**src/rtl/vldr_pkg.sv**
```systemverilog
package vldr_pkg;

   // Control sequence of one instruction
   typedef enum logic [1:0] {
      ST_IDLE = 2'd0,
      ST_REQ  = 2'd1,
      ST_WAIT = 2'd2,
      ST_DONE = 2'd3
   } vldr_state_e;

   localparam logic [5:0] OPC_FMT_A  = 6'd31;
   localparam logic [5:0] OPC_FMT_B  = 6'd4;
   localparam logic [1:0] TAIL_FMT_B = 2'b11;

endpackage

```
**src/rtl/vldr_decode.sv**
```systemverilog
module vldr_decode #(
   parameter int unsigned VIDX_W    = 7,
   parameter int unsigned XO_A      = 551,
   parameter int unsigned XO_A_HINT = 807,
   parameter int unsigned XO_B      = 68,
   parameter int unsigned XO_B_HINT = 100
) (
   input  logic [31:0]       insn,
   output logic              legal,
   output logic [VIDX_W-1:0] vidx,
   output logic              base_is_zero
);
   import vldr_pkg::*;

   if (VIDX_W < 7) begin : g_bad_vidx
      $error("vldr_decode: VIDX_W must hold the 7-bit split index");
   end
   if (XO_A >= 1024 || XO_A_HINT >= 1024) begin : g_bad_xoa
      $error("vldr_decode: format A opcode needs more than 10 bits");
   end
   if (XO_B >= 128 || XO_B_HINT >= 128) begin : g_bad_xob
      $error("vldr_decode: format B opcode needs more than 7 bits");
   end

   logic [5:0] f_opc;
   logic [9:0] f_xo_a;
   logic [6:0] f_xo_b;
   logic [1:0] f_tail_b;
   logic [4:0] f_dst_lo;
   logic [1:0] f_dst_hi;
   logic [4:0] f_base;
   logic       hit_a;
   logic       hit_b;
   logic       unused_fields;

   assign f_opc    = insn[31:26];
   assign f_dst_lo = insn[25:21];
   assign f_base   = insn[20:16];
   assign f_xo_a   = insn[10:1];
   assign f_xo_b   = insn[10:4];
   assign f_dst_hi = insn[3:2];
   assign f_tail_b = insn[1:0];
   // The offset-register field only names a register already read upstream
   assign unused_fields = ^insn[15:11];

   always_comb begin
      hit_a = (f_opc == OPC_FMT_A) &&
              ((f_xo_a == 10'(XO_A)) || (f_xo_a == 10'(XO_A_HINT)));
      hit_b = (f_opc == OPC_FMT_B) && (f_tail_b == TAIL_FMT_B) &&
              ((f_xo_b == 7'(XO_B)) || (f_xo_b == 7'(XO_B_HINT)));
      legal = hit_a || hit_b;
      if (hit_b) begin
         vidx = VIDX_W'({f_dst_hi, f_dst_lo});
      end else begin
         vidx = VIDX_W'(f_dst_lo);
      end
      base_is_zero = (f_base == 5'd0);
   end

endmodule

```
**src/rtl/vldr_agen.sv**
```systemverilog
module vldr_agen #(
   parameter int unsigned XLEN       = 64,
   parameter int unsigned LINE_BYTES = 16
) (
   input  logic                          base_is_zero,
   input  logic [XLEN-1:0]               opa,
   input  logic [XLEN-1:0]               opb,
   output logic [XLEN-1:0]               line_addr,
   output logic [$clog2(LINE_BYTES)-1:0] fill
);
   localparam int unsigned OFS_W = $clog2(LINE_BYTES);

   if ((1 << OFS_W) != LINE_BYTES || LINE_BYTES < 2) begin : g_bad_line
      $error("vldr_agen: LINE_BYTES must be a power of two, at least 2");
   end
   if (XLEN <= OFS_W) begin : g_bad_xlen
      $error("vldr_agen: XLEN too small for the line offset");
   end

   logic [XLEN-1:0] base;
   logic [XLEN-1:0] ea;

   always_comb begin
      base      = base_is_zero ? '0 : opa;
      ea        = base + opb;
      line_addr = {ea[XLEN-1:OFS_W], {OFS_W{1'b0}}};
      fill      = ea[OFS_W-1:0];
   end

endmodule

```
**src/rtl/vldr_lane_merge.sv**
```systemverilog
module vldr_lane_merge #(
   parameter int unsigned LINE_BYTES = 16,
   parameter int unsigned STYLE      = 0   // 0: one barrel shift, 1: per-lane mux
) (
   input  logic [8*LINE_BYTES-1:0]       line,
   input  logic [$clog2(LINE_BYTES)-1:0] fill,
   output logic [8*LINE_BYTES-1:0]       vec
);
   localparam int unsigned DATA_W = 8 * LINE_BYTES;
   localparam int unsigned OFS_W  = $clog2(LINE_BYTES);
   localparam int unsigned SH_W   = $clog2(DATA_W) + 1;

   if (STYLE > 1) begin : g_bad_style
      $error("vldr_lane_merge: STYLE must be 0 or 1");
   end

   if (STYLE == 0) begin : g_shift
      logic [SH_W-1:0] shamt;
      always_comb begin
         shamt = SH_W'((LINE_BYTES - int'(fill)) * 8);
         vec   = (fill == '0) ? '0 : (line >> shamt);
      end
   end else begin : g_mux
      logic [7:0] src_byte [LINE_BYTES];
      for (genvar j = 0; j < LINE_BYTES; j++) begin : g_src
         assign src_byte[j] = line[DATA_W-1-8*j -: 8];
      end
      for (genvar k = 0; k < LINE_BYTES; k++) begin : g_lane
         logic [OFS_W-1:0] pick;
         logic             take;
         // lane k holds line byte k + fill - LINE_BYTES, i.e. (k + fill) mod LINE_BYTES
         assign pick = OFS_W'(k) + fill;
         assign take = (int'(fill) + k) >= int'(LINE_BYTES);
         assign vec[DATA_W-1-8*k -: 8] = take ? src_byte[pick] : 8'h00;
      end
   end

endmodule

```
**src/rtl/vld_right_unit.sv**
```systemverilog
module vld_right_unit #(
   parameter int unsigned XLEN        = 64,
   parameter int unsigned LINE_BYTES  = 16,
   parameter int unsigned VIDX_W      = 7,
   parameter int unsigned MERGE_STYLE = 0,
   parameter int unsigned XO_A        = 551,
   parameter int unsigned XO_A_HINT   = 807,
   parameter int unsigned XO_B        = 68,
   parameter int unsigned XO_B_HINT   = 100
) (
   input  logic                    clk,
   input  logic                    rst_n,
   input  logic                    in_valid,
   output logic                    in_ready,
   input  logic [31:0]             in_insn,
   input  logic [XLEN-1:0]         in_opa,
   input  logic [XLEN-1:0]         in_opb,
   output logic                    mem_req_valid,
   input  logic                    mem_req_ready,
   output logic [XLEN-1:0]         mem_req_addr,
   input  logic                    mem_rsp_valid,
   input  logic [8*LINE_BYTES-1:0] mem_rsp_data,
   output logic                    wr_en,
   output logic [VIDX_W-1:0]       wr_idx,
   output logic [8*LINE_BYTES-1:0] wr_data,
   output logic                    illegal
);
   import vldr_pkg::*;

   localparam int unsigned DATA_W = 8 * LINE_BYTES;
   localparam int unsigned OFS_W  = $clog2(LINE_BYTES);

   logic              dec_legal;
   logic [VIDX_W-1:0] dec_vidx;
   logic              dec_base_zero;
   logic [XLEN-1:0]   ag_line;
   logic [OFS_W-1:0]  ag_fill;
   logic [DATA_W-1:0] merged;

   vldr_state_e       state_q;
   logic [XLEN-1:0]   addr_q;
   logic [OFS_W-1:0]  fill_q;
   logic [VIDX_W-1:0] vidx_q;
   logic              bad_q;
   logic [DATA_W-1:0] data_q;
   logic              accept;

   vldr_decode #(
      .VIDX_W(VIDX_W), .XO_A(XO_A), .XO_A_HINT(XO_A_HINT),
      .XO_B(XO_B), .XO_B_HINT(XO_B_HINT)
   ) u_dec (
      .insn(in_insn), .legal(dec_legal), .vidx(dec_vidx),
      .base_is_zero(dec_base_zero)
   );

   vldr_agen #(.XLEN(XLEN), .LINE_BYTES(LINE_BYTES)) u_agen (
      .base_is_zero(dec_base_zero), .opa(in_opa), .opb(in_opb),
      .line_addr(ag_line), .fill(ag_fill)
   );

   vldr_lane_merge #(.LINE_BYTES(LINE_BYTES), .STYLE(MERGE_STYLE)) u_merge (
      .line(mem_rsp_data), .fill(fill_q), .vec(merged)
   );

   assign accept = in_valid && (state_q == ST_IDLE);

   always_ff @(posedge clk) begin
      if (!rst_n) begin
         state_q <= ST_IDLE;
         addr_q  <= '0;
         fill_q  <= '0;
         vidx_q  <= '0;
         bad_q   <= 1'b0;
         data_q  <= '0;
      end else begin
         unique case (state_q)
            ST_IDLE: begin
               if (in_valid) begin
                  vidx_q <= dec_vidx;
                  bad_q  <= !dec_legal;
                  fill_q <= ag_fill;
                  addr_q <= ag_line;
                  data_q <= '0;
                  if (dec_legal && (ag_fill != '0)) begin
                     state_q <= ST_REQ;
                  end else begin
                     state_q <= ST_DONE;
                  end
               end
            end
            ST_REQ: begin
               if (mem_req_ready) state_q <= ST_WAIT;
            end
            ST_WAIT: begin
               if (mem_rsp_valid) begin
                  data_q  <= merged;
                  state_q <= ST_DONE;
               end
            end
            ST_DONE: state_q <= ST_IDLE;
            default: state_q <= ST_IDLE;
         endcase
      end
   end

   assign in_ready      = (state_q == ST_IDLE);
   assign mem_req_valid = (state_q == ST_REQ);
   assign mem_req_addr  = addr_q;
   assign wr_en         = (state_q == ST_DONE) && !bad_q;
   assign illegal       = (state_q == ST_DONE) && bad_q;
   assign wr_idx        = vidx_q;
   assign wr_data       = data_q;

   // ---------------- assertions ----------------
   p_req_hold_r10: assert property (@(posedge clk) disable iff (!rst_n)
      (mem_req_valid && !mem_req_ready) |=> (mem_req_valid && $stable(mem_req_addr)))
      else $error("request dropped or changed before acceptance");

   p_req_aligned_r2: assert property (@(posedge clk) disable iff (!rst_n)
      mem_req_valid |-> (mem_req_addr[OFS_W-1:0] == '0))
      else $error("misaligned line request");

   p_busy_r9: assert property (@(posedge clk) disable iff (!rst_n)
      mem_req_valid |-> !in_ready)
      else $error("accepting while a read is outstanding");

   p_one_pulse_r9: assert property (@(posedge clk) disable iff (!rst_n)
      (wr_en || illegal) |=> !(wr_en || illegal))
      else $error("completion pulse longer than one cycle");

   p_exclusive_r8: assert property (@(posedge clk) disable iff (!rst_n)
      !(wr_en && illegal))
      else $error("write and illegal together");

   p_zero_skip_r4: assert property (@(posedge clk) disable iff (!rst_n)
      (accept && dec_legal && (ag_fill == '0)) |=>
         (wr_en && (wr_data == '0) && !mem_req_valid))
      else $error("zero-offset load did not complete at once");

   p_illegal_r8: assert property (@(posedge clk) disable iff (!rst_n)
      (accept && !dec_legal) |=> (illegal && !wr_en && !mem_req_valid))
      else $error("bad word not flagged");

endmodule

```
**config.mk**
```make
export PLATFORM = sky130hd
export DESIGN_NAME = vld_right_unit
export DESIGN_NICKNAME = d
export VERILOG_FILES = /design/src/rtl/vldr_pkg.sv /design/src/rtl/vldr_decode.sv /design/src/rtl/vldr_agen.sv /design/src/rtl/vldr_lane_merge.sv /design/src/rtl/vld_right_unit.sv
export SDC_FILE = /design/constraint.sdc
export NUM_CORES = 1
export LEC_CHECK = 0
export BUFFER_PORTS_ARGS = -buffer_cell sky130_fd_sc_hd__buf_2
export CAP_MARGIN = 20
export CORE_MARGIN = 8
export CORE_UTILIZATION = 45
export DETAILED_ROUTE_END_ITERATION = 8
export PLACE_DENSITY = 0.78
export SYNTH_ARGS = -nofsm -noshare
export SYNTH_HDL_FRONTEND = slang
export SYNTH_HIERARCHICAL = 1
export SYNTH_SLANG_ARGS = --single-unit
```
**constraint.sdc**
```tcl
create_clock -name clk -period 5.7 [get_ports clk]
set_input_delay 0.57 -clock clk [delete_from_list [all_inputs] [get_ports clk]]
set_output_delay 0.57 -clock clk [all_outputs]
set_load 0.03 [all_outputs]
```
==> results.cfg <==
[route]
drtPass1Iterations = 5
via_count = 18260
drc = 0
dr.first_iter.drc_count = 1897
vias_per_cell = 6.052
routed_wl_um = 72410
drtAntennaViolNets = 0
routedWlPerCell_um = 24.00

[cts]
clkLatencyLatePin_ns = 0.55
clkSlewWorstSetupHoldPaths_ns = 0.06
cts-resized-gates = 0
clock_sinks = 206
htree_levels = 1
cts_made_buffers = 25
cts-root-buf = clkbuf_16
post_cts_buffers = 0
cts.hold.buffers_added = 0
cts_tree = yes
clock_path_buffers = 3

[sta]
period_share = 0.7840
drv_slew = 0
setup_viol = 0
clock_skew_ns = 0.007924
holdWs_ns = 0.2674
setup_tns_ns = 0
max_clock_freq_ghz = 0.2238
rsz0062_at_grt = false
relSlewSlack = 0.3389
tightest_slew_ns = 0.9709
finalHoldViolCount = 0
period_needed_ns = 4.469
fin_ws_ns = 1.231

[critical_path]
cp_top_family = compound AO/OA/AOI/OAI gates
path_buf_inv = 3
r2r_end = wr_data[63]
worstPathCellList = buf_2 > or4_1 > nor2_4 > buf_4 > nor2b_1 > ha_1 > a21oi_1 > o21ai_0 > a211oi_1 > buf_4 > nor2_1 > o221ai_1 > a2111oi_0 > nor4_1 > o21ai_0 > a21oi_1 > xnor2_1 > nand2_1 > a21boi_0
reg2reg_slack_ns = 1.71
crit_arrival_ns = 4.95
critPathSlowestCell = a2111oi_0
path_class = in2reg
cp.depth = 19
worstPathMaxFanout = 22
cp-start-kind = primary input
regToRegStartpoint = fill_q[0]
end_kind = flop
required_ns = 6.18
slowest_delay_ns = 0.72
r2r_cells = 9

[global_routing]
gr-usage-met3 = 0.07749
grt_usage = 0.3022
met1_usage = 0.3437
top_usage_layer = met2
grt_overflow = 0
grt_max_degree = 151
grt_pass1_vias = 18040
grt_pass1_wl_um = 106700
antenna_found_initial = 18
grt_use_met2 = 0.5170

[power_and_ir_drop]
p_sw_uw = 3694
power.share.clock = 0.220
comb_power_share = 0.563
power_density_nw_per_um2 = 377.9
p_leak_uw = 0.009248
internal_power_uw = 4048
swShare = 0.4772
sequentialPowerShare = 0.217
vdd_drop_max_mv = 0.2885

[synthesis]
synth-async-reset-ratio = 0
ys_seq_area_frac = 0.2388
syn_avg_cell_area_sq_um = 8.122
synth_cell_types = 88
synth_ff_type = dfxtp_1
synth_area_sq_um = 17270
synthCells = 2126
ys_ff_latch = 206
ys_warn_count = 6
synth_edf_count = 0

[placed_design]
dp_cells = 2958
place.gp.congestion = 1.026
io_buffers = 489
dp_hpwl_um = 55220
dp_slack_ns = 0.8207

[floorplanning]
die_area_sq_um = 44900
start_util = 0.4574
fp-row-count = 71
die_y_um = 211.9
ios = 496
die_w_um = 211.9
core_sq_um = 37760

[finish]
fin_cells = 3017
nets = 2839
area_growth_pct = 18.64
drive_gt1_frac = 0.2495

[worst_hold_path]
worstHoldStart = in_insn[24]
hold_path_depth = 3
holdPathEnd = wr_idx[3]
hold_path_class = in2reg

[run_status]
outcome = finished clean

[flow_run]
drv_cap = 0
[Yosys cell counts (all sizes together) (36+ instances only)]
cell type    n  area (sq um)
xnor2       42         367.9
a21oi       99         499.2
nor2b       76         483.0
nor2       103         394.1
ha          69         863.3
o22ai       59         369.1
a21o        36         271.5
o21ai      163         819.5
a21boi     206          1546
nand3      139         695.7
mux2i      246          2462
nand2      220         825.8
clkbuf      73         300.3
buf        120         799.5
dfxtp      206          4124
[cells by family (layout without fill, tap and decap cells)]
kind of cell,count (synthesis),in the layout,share of synthesized area
and+or+nand+nor,639,639,0.1772
xor gates and xnor gates,64,64,0.03290
buffers and inverters,212,576,0.06811
other,1,17,0.0002172
DFF,206,206,0.2388
muxes,280,280,0.1817
adders and majority gates,70,70,0.05116
AOI/OAI and AO/OA,654,654,0.2498
[metrics by stage]
stage | instance area, sq um | util | power, uW
after floorplan | 17280 | - | 4816
after global placement | 19540 | 0.5176 | 5841
after detailed placement | 19540 | 0.5176 | 5892
after CTS | 20400 | 0.5403 | 7616
after global routing | 20480 | 0.5425 | 8063
final | 20490 | 0.5426 | 7743
[sequential cells by signal (all words and copies together) (netlist names)]
name          count
mem_req_addr     64
state_q           2
fill_q            4
wr_data         128
bad_q             1
wr_idx            7
[tightest hold or removal path: stages]
cell      delay [ns]
buf_2           0.09
nand2_1         0.04
a21boi_0        0.06
[metal layers]
| metal | vias to the layer above | wire [um] | part of all wire |
|---|---|---|---|
| met5 | - | 67 | 0.00093 |
| met4 | 10 | 3920 | 0.054 |
| met3 | 204 | 7554 | 0.10 |
| met2 | 1062 | 33940 | 0.47 |
| met1 | 8601 | 26920 | 0.37 |
| li1 | 8383 | - | - |
[how the worst max path moves through the flow]
stage / startpoint / end / slack [ns]
after floorplan: in_insn[16] / mem_req_addr[61] / 1.36
after global placement: in_insn[16] / mem_req_addr[56] / 0.88
after detailed placement: in_insn[16] / mem_req_addr[56] / 0.82
after CTS: in_insn[16] / mem_req_addr[56] / 1.36
after global routing: in_insn[16] / mem_req_addr[56] / 0.97
final: in_insn[16] / mem_req_addr[56] / 1.23
[cell type report]
class / instances / area, sq um
timing repair buffer: 513 / 2708
clock inverter: 14 / 191.4
clock buffer: 30 / 664.4
sequential: 206 / 4125
fill: 3498 / 17270
inverter: 19 / 76.32
multi-input combinational: 1711 / 12050
antenna: 13 / 32.53
tap: 511 / 639.4
[power by group through the flow]
stage	sequential [uW]	combinational, uW	clock, uW
after CTS	1680	4200	1730
after detailed placement	1710	4190	0
after floorplan	1940	2880	0
after global placement	1700	4140	0
final	1680	4360	1700
after global routing	1690	4580	1790
[cells in the final DEF, fill, tap and decap left out, types with 16 or more instances in the layout]
master,Yosys,layout
buf_2,74,488
mux2i_1,246,244
nand2_1,220,219
dfxtp_1,206,205
a21boi_0,165,165
o21ai_0,156,156
nand3_1,139,139
nor2_1,102,101
a21oi_1,98,98
nor2b_1,75,75
ha_1,69,68
o22ai_1,59,59
xnor2_1,42,42
a21boi_1,41,41
a21o_1,35,35
nor3_1,26,26
mux4_2,26,26
clkbuf_16,0,25
xor2_1,21,21
buf_4,25,20
o21a_1,19,19
inv_1,18,18
nand4_1,16,16
and3_1,16,16
(Power assumes the default switching activity.)
